===== src/rtl/qdec_pkg.sv =====
package qdec_pkg;
    // Resolution codes carried on res_sel
    typedef enum logic [1:0] {
        RES_X1  = 2'd0,
        RES_X2  = 2'd1,
        RES_X4  = 2'd2,
        RES_X4A = 2'd3
    } res_e;

    // Phase pair states, encoded {A,B}
    typedef enum logic [1:0] {
        PH_00 = 2'b00,
        PH_01 = 2'b01,
        PH_10 = 2'b10,
        PH_11 = 2'b11
    } phase_e;

    // Classified movement between consecutive pairs
    typedef enum logic [1:0] {
        MV_HOLD = 2'd0,
        MV_FWD  = 2'd1,
        MV_REV  = 2'd2,
        MV_BAD  = 2'd3
    } move_e;
endpackage


===== src/rtl/qdec_phase_fsm.sv =====
module qdec_phase_fsm
    import qdec_pkg::*;
(
    input  logic       clk,
    input  logic       rst_n,
    input  logic [1:0] pair_in,
    output move_e      move,
    output logic       a_prev
);
    phase_e st_q;
    phase_e st_d;

    assign st_d = phase_e'(pair_in);

    // State register
    always_ff @(posedge clk) begin
        if (!rst_n) st_q <= PH_00;
        else        st_q <= st_d;
    end

    // Output decode: classify the transition from st_q to the new pair
    always_comb begin
        move = MV_HOLD;
        unique case (st_q)
            PH_00: begin
                if      (st_d == PH_10) move = MV_FWD;
                else if (st_d == PH_01) move = MV_REV;
                else if (st_d == PH_11) move = MV_BAD;
            end
            PH_10: begin
                if      (st_d == PH_11) move = MV_FWD;
                else if (st_d == PH_00) move = MV_REV;
                else if (st_d == PH_01) move = MV_BAD;
            end
            PH_11: begin
                if      (st_d == PH_01) move = MV_FWD;
                else if (st_d == PH_10) move = MV_REV;
                else if (st_d == PH_00) move = MV_BAD;
            end
            PH_01: begin
                if      (st_d == PH_00) move = MV_FWD;
                else if (st_d == PH_11) move = MV_REV;
                else if (st_d == PH_10) move = MV_BAD;
            end
            default: move = MV_HOLD;
        endcase
    end

    assign a_prev = st_q[1];

    AST_BAD_BOTH_CHANGED: assert property (@(posedge clk) disable iff (!rst_n)
        (move == MV_BAD) |-> (st_d[1] != st_q[1]) && (st_d[0] != st_q[0]));
endmodule


===== src/rtl/qdec_res_gate.sv =====
module qdec_res_gate
    import qdec_pkg::*;
(
    input  logic [1:0] res_sel,
    input  move_e      move,
    input  logic       a_prev,
    input  logic       a_now,
    output logic       step_up,
    output logic       step_dn,
    output logic       illegal
);
    res_e res;
    logic qualify;
    logic legal;

    assign res   = res_e'(res_sel);
    assign legal = (move == MV_FWD) || (move == MV_REV);

    always_comb begin
        qualify = 1'b0;
        unique case (res)
            RES_X1:  qualify = a_now && !a_prev;
            RES_X2:  qualify = a_now != a_prev;
            RES_X4,
            RES_X4A: qualify = 1'b1;
            default: qualify = 1'b0;
        endcase
    end

    assign step_up = legal && qualify && (move == MV_FWD);
    assign step_dn = legal && qualify && (move == MV_REV);
    assign illegal = (move == MV_BAD);
endmodule


===== src/rtl/qdec_pos_counter.sv =====
module qdec_pos_counter #(
    parameter int W = 16
) (
    input  logic         clk,
    input  logic         rst_n,
    input  logic         step_up,
    input  logic         step_dn,
    input  logic         illegal,
    input  logic         idx_hit,
    output logic [W-1:0] position,
    output logic         dir_up,
    output logic         index_evt,
    output logic         overflow_evt,
    output logic         underflow_evt,
    output logic         illegal_err
);
    localparam logic [W-1:0] MID = {1'b1, {(W-1){1'b0}}};
    localparam logic [W-1:0] TOP = {W{1'b1}};
    localparam logic [W-1:0] ONE = {{(W-1){1'b0}}, 1'b1};

    always_ff @(posedge clk) begin
        if (!rst_n) begin
            position      <= MID;
            dir_up        <= 1'b1;
            index_evt     <= 1'b0;
            overflow_evt  <= 1'b0;
            underflow_evt <= 1'b0;
            illegal_err   <= 1'b0;
        end else begin
            overflow_evt  <= 1'b0;
            underflow_evt <= 1'b0;
            index_evt     <= idx_hit;
            illegal_err   <= illegal_err || illegal;
            if (idx_hit) begin
                position <= MID;
            end else if (step_up) begin
                position     <= position + ONE;
                overflow_evt <= (position == TOP);
                dir_up       <= 1'b1;
            end else if (step_dn) begin
                position      <= position - ONE;
                underflow_evt <= (position == '0);
                dir_up        <= 1'b0;
            end
        end
    end

    AST_STEP_BOUNDED: assert property (@(posedge clk) disable iff (!rst_n)
        !index_evt |-> (position == $past(position) || position == W'($past(position) + ONE)
                        || position == W'($past(position) - ONE)));
    AST_OVF_WRAP: assert property (@(posedge clk) disable iff (!rst_n)
        overflow_evt |-> (position == '0) && ($past(position) == TOP));
    AST_UNF_WRAP: assert property (@(posedge clk) disable iff (!rst_n)
        underflow_evt |-> (position == TOP) && ($past(position) == '0));
    AST_ERR_STICKY: assert property (@(posedge clk) disable iff (!rst_n)
        illegal_err |=> illegal_err);
    AST_WRAP_EXCLUSIVE: assert property (@(posedge clk) disable iff (!rst_n)
        !(overflow_evt && underflow_evt));
endmodule


===== src/rtl/qdec_core.sv =====
module qdec_core
    import qdec_pkg::*;
#(
    parameter int W = 16
) (
    input  logic         clk,
    input  logic         rst_n,
    input  logic         phase_a,
    input  logic         phase_b,
    input  logic         index_in,
    input  logic [1:0]   res_sel,
    output logic [W-1:0] position,
    output logic         dir_up,
    output logic         index_evt,
    output logic         overflow_evt,
    output logic         underflow_evt,
    output logic         illegal_err
);
    localparam logic [W-1:0] MID = {1'b1, {(W-1){1'b0}}};

    move_e move;
    logic  a_prev;
    logic  step_up;
    logic  step_dn;
    logic  illegal;
    logic  idx_q;
    logic  idx_hit;

    always_ff @(posedge clk) begin
        if (!rst_n) idx_q <= 1'b0;
        else        idx_q <= index_in;
    end
    assign idx_hit = index_in && !idx_q;

    qdec_phase_fsm u_fsm (
        .clk     (clk),
        .rst_n   (rst_n),
        .pair_in ({phase_a, phase_b}),
        .move    (move),
        .a_prev  (a_prev)
    );

    qdec_res_gate u_gate (
        .res_sel (res_sel),
        .move    (move),
        .a_prev  (a_prev),
        .a_now   (phase_a),
        .step_up (step_up),
        .step_dn (step_dn),
        .illegal (illegal)
    );

    qdec_pos_counter #(.W(W)) u_cnt (
        .clk           (clk),
        .rst_n         (rst_n),
        .step_up       (step_up),
        .step_dn       (step_dn),
        .illegal       (illegal),
        .idx_hit       (idx_hit),
        .position      (position),
        .dir_up        (dir_up),
        .index_evt     (index_evt),
        .overflow_evt  (overflow_evt),
        .underflow_evt (underflow_evt),
        .illegal_err   (illegal_err)
    );

    AST_IDX_MID: assert property (@(posedge clk) disable iff (!rst_n)
        (index_in && !idx_q) |=> (position == MID) && index_evt);
    AST_ILLEGAL_NO_STEP: assert property (@(posedge clk) disable iff (!rst_n)
        illegal |-> !step_up && !step_dn);
    AST_ONE_DIRECTION: assert property (@(posedge clk) disable iff (!rst_n)
        !(step_up && step_dn));
    AST_X1_ONLY_A_RISE: assert property (@(posedge clk) disable iff (!rst_n)
        (res_sel == 2'd0 && (step_up || step_dn)) |-> phase_a && !a_prev);
endmodule


===== config.mk =====
export PLATFORM = sky130hd
export DESIGN_NAME = qdec_core
export DESIGN_NICKNAME = d
export VERILOG_FILES = /design/src/rtl/qdec_pkg.sv /design/src/rtl/qdec_phase_fsm.sv /design/src/rtl/qdec_res_gate.sv /design/src/rtl/qdec_pos_counter.sv /design/src/rtl/qdec_core.sv
export SDC_FILE = /design/constraint.sdc
export NUM_CORES = 1
export LEC_CHECK = 0
export ABC_AREA = 1
export BUFFER_PORTS_ARGS = -buffer_cell sky130_fd_sc_hd__buf_2
export CAP_MARGIN = 25
export CORE_UTILIZATION = 42
export CTS_BUF_LIST = sky130_fd_sc_hd__clkbuf_2
export DETAILED_ROUTE_END_ITERATION = 7
export PLACE_DENSITY_LB_ADDON = 0.15
export SYNTH_ARGS = -nofsm -noshare
export SYNTH_HDL_FRONTEND = slang
export SYNTH_SLANG_ARGS = --single-unit

===== constraint.sdc =====
create_clock -name clk -period 4.5 [get_ports clk]
set_clock_uncertainty 0.05 [all_clocks]
set_input_delay 0.45 -clock clk [delete_from_list [all_inputs] [get_ports clk]]
set_output_delay 0.45 -clock clk [all_outputs]
set_load 0.05 [all_outputs]

[Word level (Yosys, flattened, before mapping)]
Cells that the tools add are included.
Word-level totals
  latch bits: 0
  logic and storage cells: 65
  memories kept: 0
  RAM bits: 0
  input bits: 7
  output and inout bits: 21
  memory bits (read-only): 0
  register bits after elaboration: 24
Operators by class
  mux-type cells: 18
  bitwise operators: 4
  $mul: 0
  div/mod/pow operators: 0
  reductions and logical operators: 19
  $lt $le $gt $ge: 0
  eq/ne operators: 14
  shifts and indexed selects: 0
  add/subtract/negate cells: 2
Operator list (count)
  16-bit 2-to-1 mux: 2
  2-bit 2-to-1 mux: 12
  16-bit by 1-bit adder with 16-bit output, second input constant: 1
  16-bit == test, second input constant: 1
  2-bit == test, second input constant: 8
  16-bit zero test: 1
  16-bit by 1-bit subtractor with 16-bit output, second input constant: 1
  2-bit by 1-bit == test with 1-bit output, second input constant: 4
  2-bit one-hot mux with 4 select lines: 1
  2-bit zero test: 3
  1-bit logical AND: 5
  1-bit NOT: 4
  2-bit OR reduction: 2
  4-bit OR reduction: 1
  1-bit one-hot mux with 3 select lines: 1
  3-bit OR reduction: 1
  1-bit zero test: 2
  1-bit logical OR: 2
  1-bit 2-to-1 mux: 2
  2-bit AND reduction: 1
  2-bit nonzero test: 1
  1-bit != test: 1

[Logic depth before layout (Yosys ltp)]
Gate-level depths: netlist of run 1.
  depth in word-level cells: 11
  mapped depth: 18
  depth with buffers taken out: 18

[Modules after synthesis]
A second synthesis of run 1 with hierarchy kept.
Unflattened totals
  cells, all modules: 344
  area total of the unflattened synthesis: 2047.0 sq um
By module, submodules not included
  qdec_pos_counter: area an instance 1774.2 sq um, instances 1, sequential area each 420.4 sq um, cells each 298
  qdec_phase_fsm: area an instance 125.1 sq um, instances 1, sequential area each 40.0 sq um, cells each 23
  qdec_res_gate: area an instance 110.1 sq um, instances 1, sequential area each 0.0 sq um, cells each 18
  qdec_core: area an instance 37.5 sq um, instances 1, sequential area each 20.0 sq um, cells each 5

[Worst setup path before layout of run 1]
No wires, ideal clock.
  path kind: input port to flip-flop
  from: in phase_a
  to: reg u_cnt.position[15]
  arrival time: 2.374 ns
  setup slack: 1.961 ns
  required time: 4.335 ns
  stages on the path: 15
  path buffers: 0
  library setup time: 0.115 ns
  path through: o221ai_1 o21a_1 ha_1 inv_1 nand3_4 ha_1 nand2_2 nor2_1 nand3_1 nand2_2 nand2_1 nand2_1 nand2_1 nand3_1 nand2_1
Between the ends
  word-level cells in the longest chain between the ends: 10
  elaborated cells on any way between the ends: 28
  classes of those cells: eq/ne: 6; mux: 15; reduce/logical: 7
Ends and longest elaborated chain
  start: declaration: RTL line qdec_core.sv:8  | input logic phase_a,
  2-bit == test, or another cell as far along: RTL line qdec_phase_fsm.sv:26, qdec_phase_fsm.sv:37, qdec_phase_fsm.sv:43
  2-bit 2-to-1 mux, on equally long branches (3 in a row)
  2-bit one-hot mux with 4 select lines: RTL line qdec_phase_fsm.sv:24  | unique case (st_q)
  2-bit by 1-bit == test with 1-bit output or 2-bit == test (tied branches): RTL line qdec_res_gate.sv:17, qdec_res_gate.sv:30, qdec_res_gate.sv:31
  1-bit logical OR: RTL line qdec_res_gate.sv:17  | assign legal = (move == MV_FWD) || (move == MV_REV);
  1-bit logical AND: RTL line qdec_res_gate.sv:30, qdec_res_gate.sv:31
  1-bit logical AND, on equally long branches: RTL line qdec_res_gate.sv:30, qdec_res_gate.sv:31
  16-bit 2-to-1 mux or 2-bit nonzero test (tied branches)
  end signal: assignment: RTL line qdec_pos_counter.sv:37  | position <= position + ONE;
  end signal: assignment: RTL line qdec_pos_counter.sv:41  | position <= position - ONE;
  end: declaration: RTL line qdec_pos_counter.sv:10  | output logic [W-1:0] position,
Several ways; a longest one is shown, not always the timed one.
A chain may end at the register's enable or synchronous reset.

[Worst setup path in the final report of run 1]
  from: reg u_fsm.st_q[1]
  to: reg u_cnt.position[12]
Between the ends
  word-level cells in the longest chain between the ends: 7
  elaborated cells on any way between the ends: 17
  classes of those cells: eq/ne: 6; mux: 3; reduce/logical: 8
Ends and longest elaborated chain
  start: declaration: RTL line qdec_phase_fsm.sv:10  | phase_e st_q;
  start signal: assignment: RTL line qdec_phase_fsm.sv:18  | else st_q <= st_d;
  2-bit by 1-bit == test with 1-bit output, or another cell as far along: RTL line qdec_phase_fsm.sv:24
  2-bit one-hot mux with 4 select lines: RTL line qdec_phase_fsm.sv:24
  2-bit by 1-bit == test with 1-bit output or 2-bit == test (tied branches): RTL line qdec_res_gate.sv:17, qdec_res_gate.sv:30
  1-bit logical OR: RTL line qdec_res_gate.sv:17
  1-bit logical AND: RTL line qdec_res_gate.sv:30  | assign step_up = legal && qualify && (move == MV_FWD);
  1-bit logical AND (*): RTL line qdec_res_gate.sv:30
  via step_up: RTL line qdec_core.sv:23  | logic step_up;
  16-bit 2-to-1 mux or 2-bit nonzero test (tied branches)
Mark *: on every way through the listed nets, which the timed path passes. The rest lies on a longest branch.

==> results of run 1 <==
## through the flow
stage / setup slack [ns] / util / hold slack (ns) / total power [uW] / std cells
6_report: 1.56 / 0.489 / 0.229 / 878 / 432
5_1_grt: 1.29 / 0.489 / 0.207 / 964 / 432
4_1_cts: 1.56 / 0.489 / 0.203 / 885 / 432
3_5_place_dp: 1.48 / 0.479 / 0.355 / 727 / 428
3_3_place_gp: 1.52 / 0.479 / 0.352 / 725 / 428
2_1_floorplan: 1.96 / - / 0.341 / 639 / 337
## registers in the layout, indices dropped and copies added, names as in the netlist
| name | flops |
|---|---|
| u_cnt.index_evt | 1 |
| u_cnt.overflow_evt | 1 |
| u_cnt.illegal_err | 1 |
| u_fsm.st_q | 2 |
| idx_q | 1 |
| u_cnt.underflow_evt | 1 |
| u_cnt.dir_up | 1 |
| u_cnt.position | 16 |
## report_power, final
group	total [uW]	internal (uW)	switching, uW	leakage, uW
logic	481	156	325	0.00115
registers	244	230	14.4	0.000196
clock network	153	76.4	76.7	0.0000266
total	878	462	416	0.00138
## routing by layer
layer | global-route usage | share of wire
met1 | 0.279 | 0.50
met4 | 0.0436 | 0.0080
met2 | 0.342 | 0.45
met3 | 0.0208 | 0.041
met5 | 0 | 0
## final timing paths
path / from / endpoint / slack (ns) / cells past startpoint
hold / removal: index_in / idx_q$_SDFF_PN0_ / 0.23 / 3
setup / recovery: u_fsm.st_q[1]$_SDFF_PN0_ / u_cnt.position[12]$_SDFFE_PP0P_ / 1.56 / 18
hold reg to reg: idx_q$_SDFF_PN0_ / u_cnt.index_evt$_SDFF_PN0_ / 0.39 / 1
setup reg to reg: u_fsm.st_q[1]$_SDFF_PN0_ / u_cnt.position[12]$_SDFFE_PP0P_ / 1.56 / 18
## cells in the mapped netlist (all sizes together) (3+ instances only)
cell	n	area [sq um]
nand2	100	403
inv	86	323
nand3	29	168
dfxtp	24	480
a21oi	23	119
nor2	19	81.3
ha	18	225
o21ai	9	45.0
nand4	8	50.1
nor4	4	25.0
buf	3	27.5
xnor2	3	26.3
## tightest hold or removal path, delay by kind of cell
| kind | cells | cell delay [ns] |
|---|---|---|
| buf+inv | 2 | 0.14 |
| simple gates | 1 | 0.06 |
## layout make-up
| class | instances | area (sq um) |
|---|---|---|
| multi-input cells | 224 | 1260 |
| repair buffers | 27 | 135 |
| clock inverters | 1 | 30.0 |
| inverters | 86 | 323 |
| well taps | 67 | 83.8 |
| fillers | 520 | 2430 |
| clock buffers | 3 | 15.0 |
| flip-flops and latches | 24 | 480 |
## kinds of logic (layout without fill, tap and decap cells)
group	count (synthesis)	in the layout	synth area share
adder cells (fa/ha/maj)	19	19	0.117
AND/OR/NAND/NOR	164	164	0.368
AO/OA/AOI/OAI	36	36	0.0959
XOR/XNOR	5	5	0.0210
flip-flops	24	24	0.230
buffers and inverters	89	117	0.168
==> impl_results.md, run 1 <==
- Antenna diodes: 0
- Mapped Avg Cell Area: approximately 6.2 sq um
- Final Max Slew Viols: 0
- Final ANT Viol Nets: 0
- Layout area overhead: 11.3%
- Main flop type after synthesis: dfxtp_1
- Commonest non-fill, non-tap cell in the layout: nand2_1
- Pwr/cell area: approximately 380 mW/mm^2
- Syn nets: 363
- Critical Path Source Type: flip-flop
- Die H: 72.5 um
- Leak: around 0.0014 uW
- # rows: 25
- Post-synthesis instance total: ~340
- # Post-CTS Setup Buffers: 0
- Via density: ~4.7
- CP Capture Type: flip-flop
- Layout Nets: around 400
- Fraction of the yosys area taken by sequential cells: 0.230
- I/O Pins: 28
- Total Routed Length: 4870 um
- WL per Instance: about 11 um
- H-tree Lvls: 1
- Slew Limit Headroom: 0.518
- WP buf/inv: 5
- Clk sinks: 24
- Critical-path top delay cell: dfxtp_1
- Final hold vios: 0
- CP delay by family, top: simple AND/OR/NAND/NOR gates
- Area post-placement: ~0.0023 sq mm
- All-layer global routing usage: 0.203
- CTS tree: yes
- CP cell instances: inv_1 -> nand2_1 -> o221ai_1 -> o21a_1 -> ha_1 -> inv_1 -> nand3_4 -> inv_1 -> fa_1 -> inv_1 -> nand3_1 -> nand3_1 -> nand3_1 -> nand3_1 -> nand2_1 -> nand3_1 -> nand2_1 -> inv_1
- Crit-path max FO: 18
- Maximum clock rate: approximately 340 MHz
- Via count: between 2000 and 2500
- Grt ovf: 0
- RSZ-0062 raised after global routing: no
- Worst-path clk slew: between 0.2 and 0.3 ns
- Setup_tns: 0 ns
- Resized cells post-CTS: 0
- Die span in x: between 70 and 80 um
- Peak supply drop: approximately 0.00015 V
- Placeable Area: roughly 0.0048 sq mm
- CTS buffer count: 3
- Cts hold-fix bufs: 0
- Number of flops mapped to enable cells by yosys: 0
- Starting density of the core: 0.439
- Max Cap Violations: 0
- Initial antenna violation count: 0
- First-pass GRT wire length: between 8000 and 9000 um
- Die area: approximately 0.0053 sq mm
- Vias in the first global route: approximately 1900
- Synth warn: 0
- Outcome: finished, final reports clean
- Clk Latency, worst-skew pair: approximately 0.36 ns
- Arrival @ worst endpoint: roughly 3.2 ns
- Most frequent cells in the layout: nand2_1, inv_1, buf_2
- Final routed DRC violation total: 0
- Tmin final: slightly below 3 ns
- Crit path largest cell delay: 0.45 ns
- Routability cong.: 0.890
- # port buffers: 27
- Pre-antenna DRT Iters: 5
- Initial DRC count: approximately 120
- CTS root buffer: clkbuf_2
- Worst-margin pin slew: approximately 0.72 ns
- Pin count of the biggest net entering global routing: 26
- Fin area: between 0.002 and 0.0025 sq mm
- Mapped cell area: roughly 0.0021 sq mm
- Tcrit/Tclk final: 0.653
- Share of cells above drive strength 1: 0.148
- Clk buf depth: 2
- Crit Path Category: reg2reg
- Post-DP HPWL: 3810 um
- Synth cell types: 31
- Hold Crit Class: in2reg
- CP required: about 4.8 ns
- Synthesized flop and latch total: 24
- Asr flop ratio synth: 0
- Final setup fails: 0
No activity file was read; power rests on OpenSTA's default activity.
==> run 2: changes to the inputs <==
Settings changed: ABC_AREA 1 to 0.
Clock period 4.5 ns to 2.6 ns, I/O delays scaled along.
==> run 2 against run 1 <==
Against the previous run: hold slack worse by 0.18 ns; area after synthesis down 19%; cell area up 12%; largest power group unchanged; largest cell class unchanged; clock power up 68%; the flow now finishes with violations (setup timing); first-iteration DRC count down 30%.
==> impl_results.md, run 2 <==
- Via count: 1801 (-11%)
- Worst Setup SP: u_fsm.st_q[0]$_SDFF_PN0_
- Hold Crit Class: in2reg
- Pwr/cell area: 661 mW/mm^2 (+75%)
- # rows: 22 (-12%)
- Synth cell types: 45 (+45%)
- Final Max Slew Viols: 0 (unchanged)
- Setup_tns: -3.02 ns (-3.02 ns)
- Synthesized flop and latch total: 24 (unchanged)
- Clk sinks: 24 (unchanged)
- Place WS: -0.488 ns (-1.96 ns)
- Die H: 65.7 um (-9.5%)
- Mapped cell area: 0.00170 sq mm (-19%)
- Peak supply drop: 0.000424 V (+180%)
- CTS root buffer: clkbuf_2
- Worst-margin pin slew: 0.349 ns (-0.372 ns)
- PnR worst setup slack: -0.430 ns (-1.99 ns)
- RR Startpoint: u_fsm.st_q[0]$_SDFF_PN0_
- Routability cong.: 0.889 (-0.13%)
- Crit-path max FO: 7 (-11)
- Crit Path Category: reg2reg
- Layout area overhead: 53.2%
- First-pass GRT wire length: 8080 um (-3.7%)
- CTS buffer count: 3 (unchanged)
- Slew Limit Headroom: 0.765 (+0.248)
- Initial DRC count: 82 (-30%)
- Layout Nets: 311 (-21%)
- Outcome: complete, but fails checks
- Number of flip-flops in the largest register: 16 (unchanged)
- Arrival @ worst endpoint: 3.32 ns (+0.10 ns)
- CP required: 2.89 ns (-1.89 ns)
- Initial antenna violation count: 0 (unchanged)
- Depth of the worst register-to-register path: 14 (-4)
- Die span in x: 65.7 um (-9.5%)
- Post-synthesis instance total: 209 (-38%)
- Clk buf depth: 2 (unchanged)
- Final setup fails: 10 (+10)
- Via density: 5.42 (+15%)
- Vias in the first global route: 1688 (-11%)
- Pin count of the biggest net entering global routing: 15 (-42%)
- Terminus of the critical flop-to-flop path: u_cnt.position[8]$_SDFFE_PP0P_
- Tmin final: 3.03 ns (+0.0914 ns)
- Total power: 1720 uW (+96%)
- H-tree Lvls: 1 (unchanged)
- Fin area: 0.00261 sq mm (+12%)
- CP endpoint: u_cnt.position[8]$_SDFFE_PP0P_
- I/O Pins: 28 (unchanged)
- Post-DP HPWL: 3450 um (-9.6%)
- Starting density of the core: 0.451 (+0.0120)
- Grt ovf: 0 (unchanged)
- Area post-placement: 0.00227 sq mm (-0.33%)
- Fraction of the yosys area taken by sequential cells: 0.282 (+0.0523)
- Final ANT Viol Nets: 0 (unchanged)
- RSZ-0062 raised after global routing: yes
- WHS: 0.0495 ns (-0.180 ns)
- Placeable Area: 0.00377 sq mm (-21%)
- Maximum clock rate: 330 MHz (-3.0%)
- Tcrit/Tclk final: 1.17 (+0.512)
- Number of flops mapped to enable cells by yosys: 0 (unchanged)
- Most frequent cells in the layout: buf_4, buf_2, dfxtp_1
- Most flops, register: u_cnt.position
- Final routed DRC violation total: 0 (unchanged)
- Critical Path Source Type: flip-flop
- Max Cap Violations: 0 (unchanged)
- Mapped Avg Cell Area: 8.14 sq um (+31%)
- Antenna diodes: 0 (unchanged)
- Final hold vios: 0 (unchanged)
- CP Capture Type: flip-flop
- Asr flop ratio synth: 0 (unchanged)
- Clk Latency, worst-skew pair: 0.37 ns (about the same)
- All-layer global routing usage: 0.244 (+0.0416)
- Worst-path clk slew: 0.25 ns (-0.02 ns)
- Total Routed Length: 5010 um (+2.8%)
- Synth top area share: 0.282 (+0.0523)
- Synth top area cells: dfxtp_1, ha_1, a21oi_1
- Synth warn: 0 (unchanged)
- WL per Instance: 15.1 um (+34%)
- Top-count cell post-synth: dfxtp_1
- Leak: 0.00114 uW (-17%)
- Main flop type after synthesis: dfxtp_1
- # port buffers: 27 (unchanged)
- FF-to-FF setup slack: -0.43 ns (-1.99 ns)
- Failing checks: setup timing
- Cell taking the most area after synthesis: dfxtp_1
- CTS tree: yes
- Largest regs: u_cnt.position (16), u_fsm.st_q (2)
- Syn nets: 235 (-35%)
- Commonest cells in the netlist: dfxtp_1, nand2_1, ha_1, a21oi_1, nor2_1
- Commonest non-fill, non-tap cell in the layout: buf_4
- Die area: 0.00431 sq mm (-18%)
- Share of cells above drive strength 1: 0.447 (+0.299)
- Pre-antenna DRT Iters: 4 (-1)
-- run 2: layer usage --
layer  up-vias  global-route usage  share of wire
met5         -                   0              0
met4         0              0.0462         0.0060
met2        45               0.397           0.48
met1       840               0.332           0.47
li1        912                   -              -
met3         4              0.0486          0.036
-- run 2: area by class of cell --
cell class,instances,area (sq um)
well taps,48,60.1
repair buffers,75,499
clock inverters,1,30.0
inverters,8,30.0
clock buffers,3,15.0
flip-flops and latches,24,485
multi-input cells,173,1490
fillers,297,1160
-- run 2: worst min path at each step --
stage	from	endpoint	depth (start not counted)
after detailed placement	idx_q$_SDFF_PN0_	u_cnt.index_evt$_SDFF_PN0_	1
final	index_in	idx_q$_SDFF_PN0_	2
after CTS	index_in	idx_q$_SDFF_PN0_	2
after global routing	index_in	idx_q$_SDFF_PN0_	2
after floorplan	phase_b	u_fsm.st_q[0]$_SDFF_PN0_	1
after global placement	idx_q$_SDFF_PN0_	u_cnt.index_evt$_SDFF_PN0_	1
-- run 2: logic make-up (layout without fill, tap and decap cells) --
logic type / count (synthesis) / after routing / share of synthesized area
simple gates: 78 / 79 / 0.232
xor+xnor: 10 / 10 / 0.0515
buf+inv: 13 / 87 / 0.0338
flops: 24 / 24 / 0.282
fa+ha+maj: 19 / 19 / 0.144
compound gates: 62 / 62 / 0.239
mux: 3 / 3 / 0.0176
-- run 2: where the power goes --
part | total, uW | leakage (uW) | switching (uW) | internal [uW]
sequential | 440 | 0.000197 | 42.7 | 397
combinational | 1030 | 0.000915 | 537 | 490
clock | 257 | 0.0000266 | 125 | 132
-- run 2: worst max-delay path, cell delays in order, from the launching register on --
cell and delay [ns]:
dfxtp_4 0.42, o211ai_1 0.17, o21a_1 0.21, ha_4 0.22, a31oi_4 0.29, nand2_8 0.14, buf_4 0.16, inv_2 0.05
fa_2 0.20, nand2b_4 0.15, a21oi_4 0.07, o31a_1 0.27, o21a_1 0.19, or3_1 0.34, nand3_1 0.08
-- run 2: through the flow --
step	instances	util
after floorplan	209	-
after CTS	328	0.652
after global placement	320	0.603
final	332	0.691
after detailed placement	320	0.603
after global routing	332	0.691
-- run 2: what timing repair did --
action,4_1_cts,5_1_grt
hold endpoints to repair,0,0
setup buffers,3,4
pin swaps,7,15
endpoints found under the setup margin,12,15
gates cloned,1,0
resized for setup,21,25
hold buffers,0,0
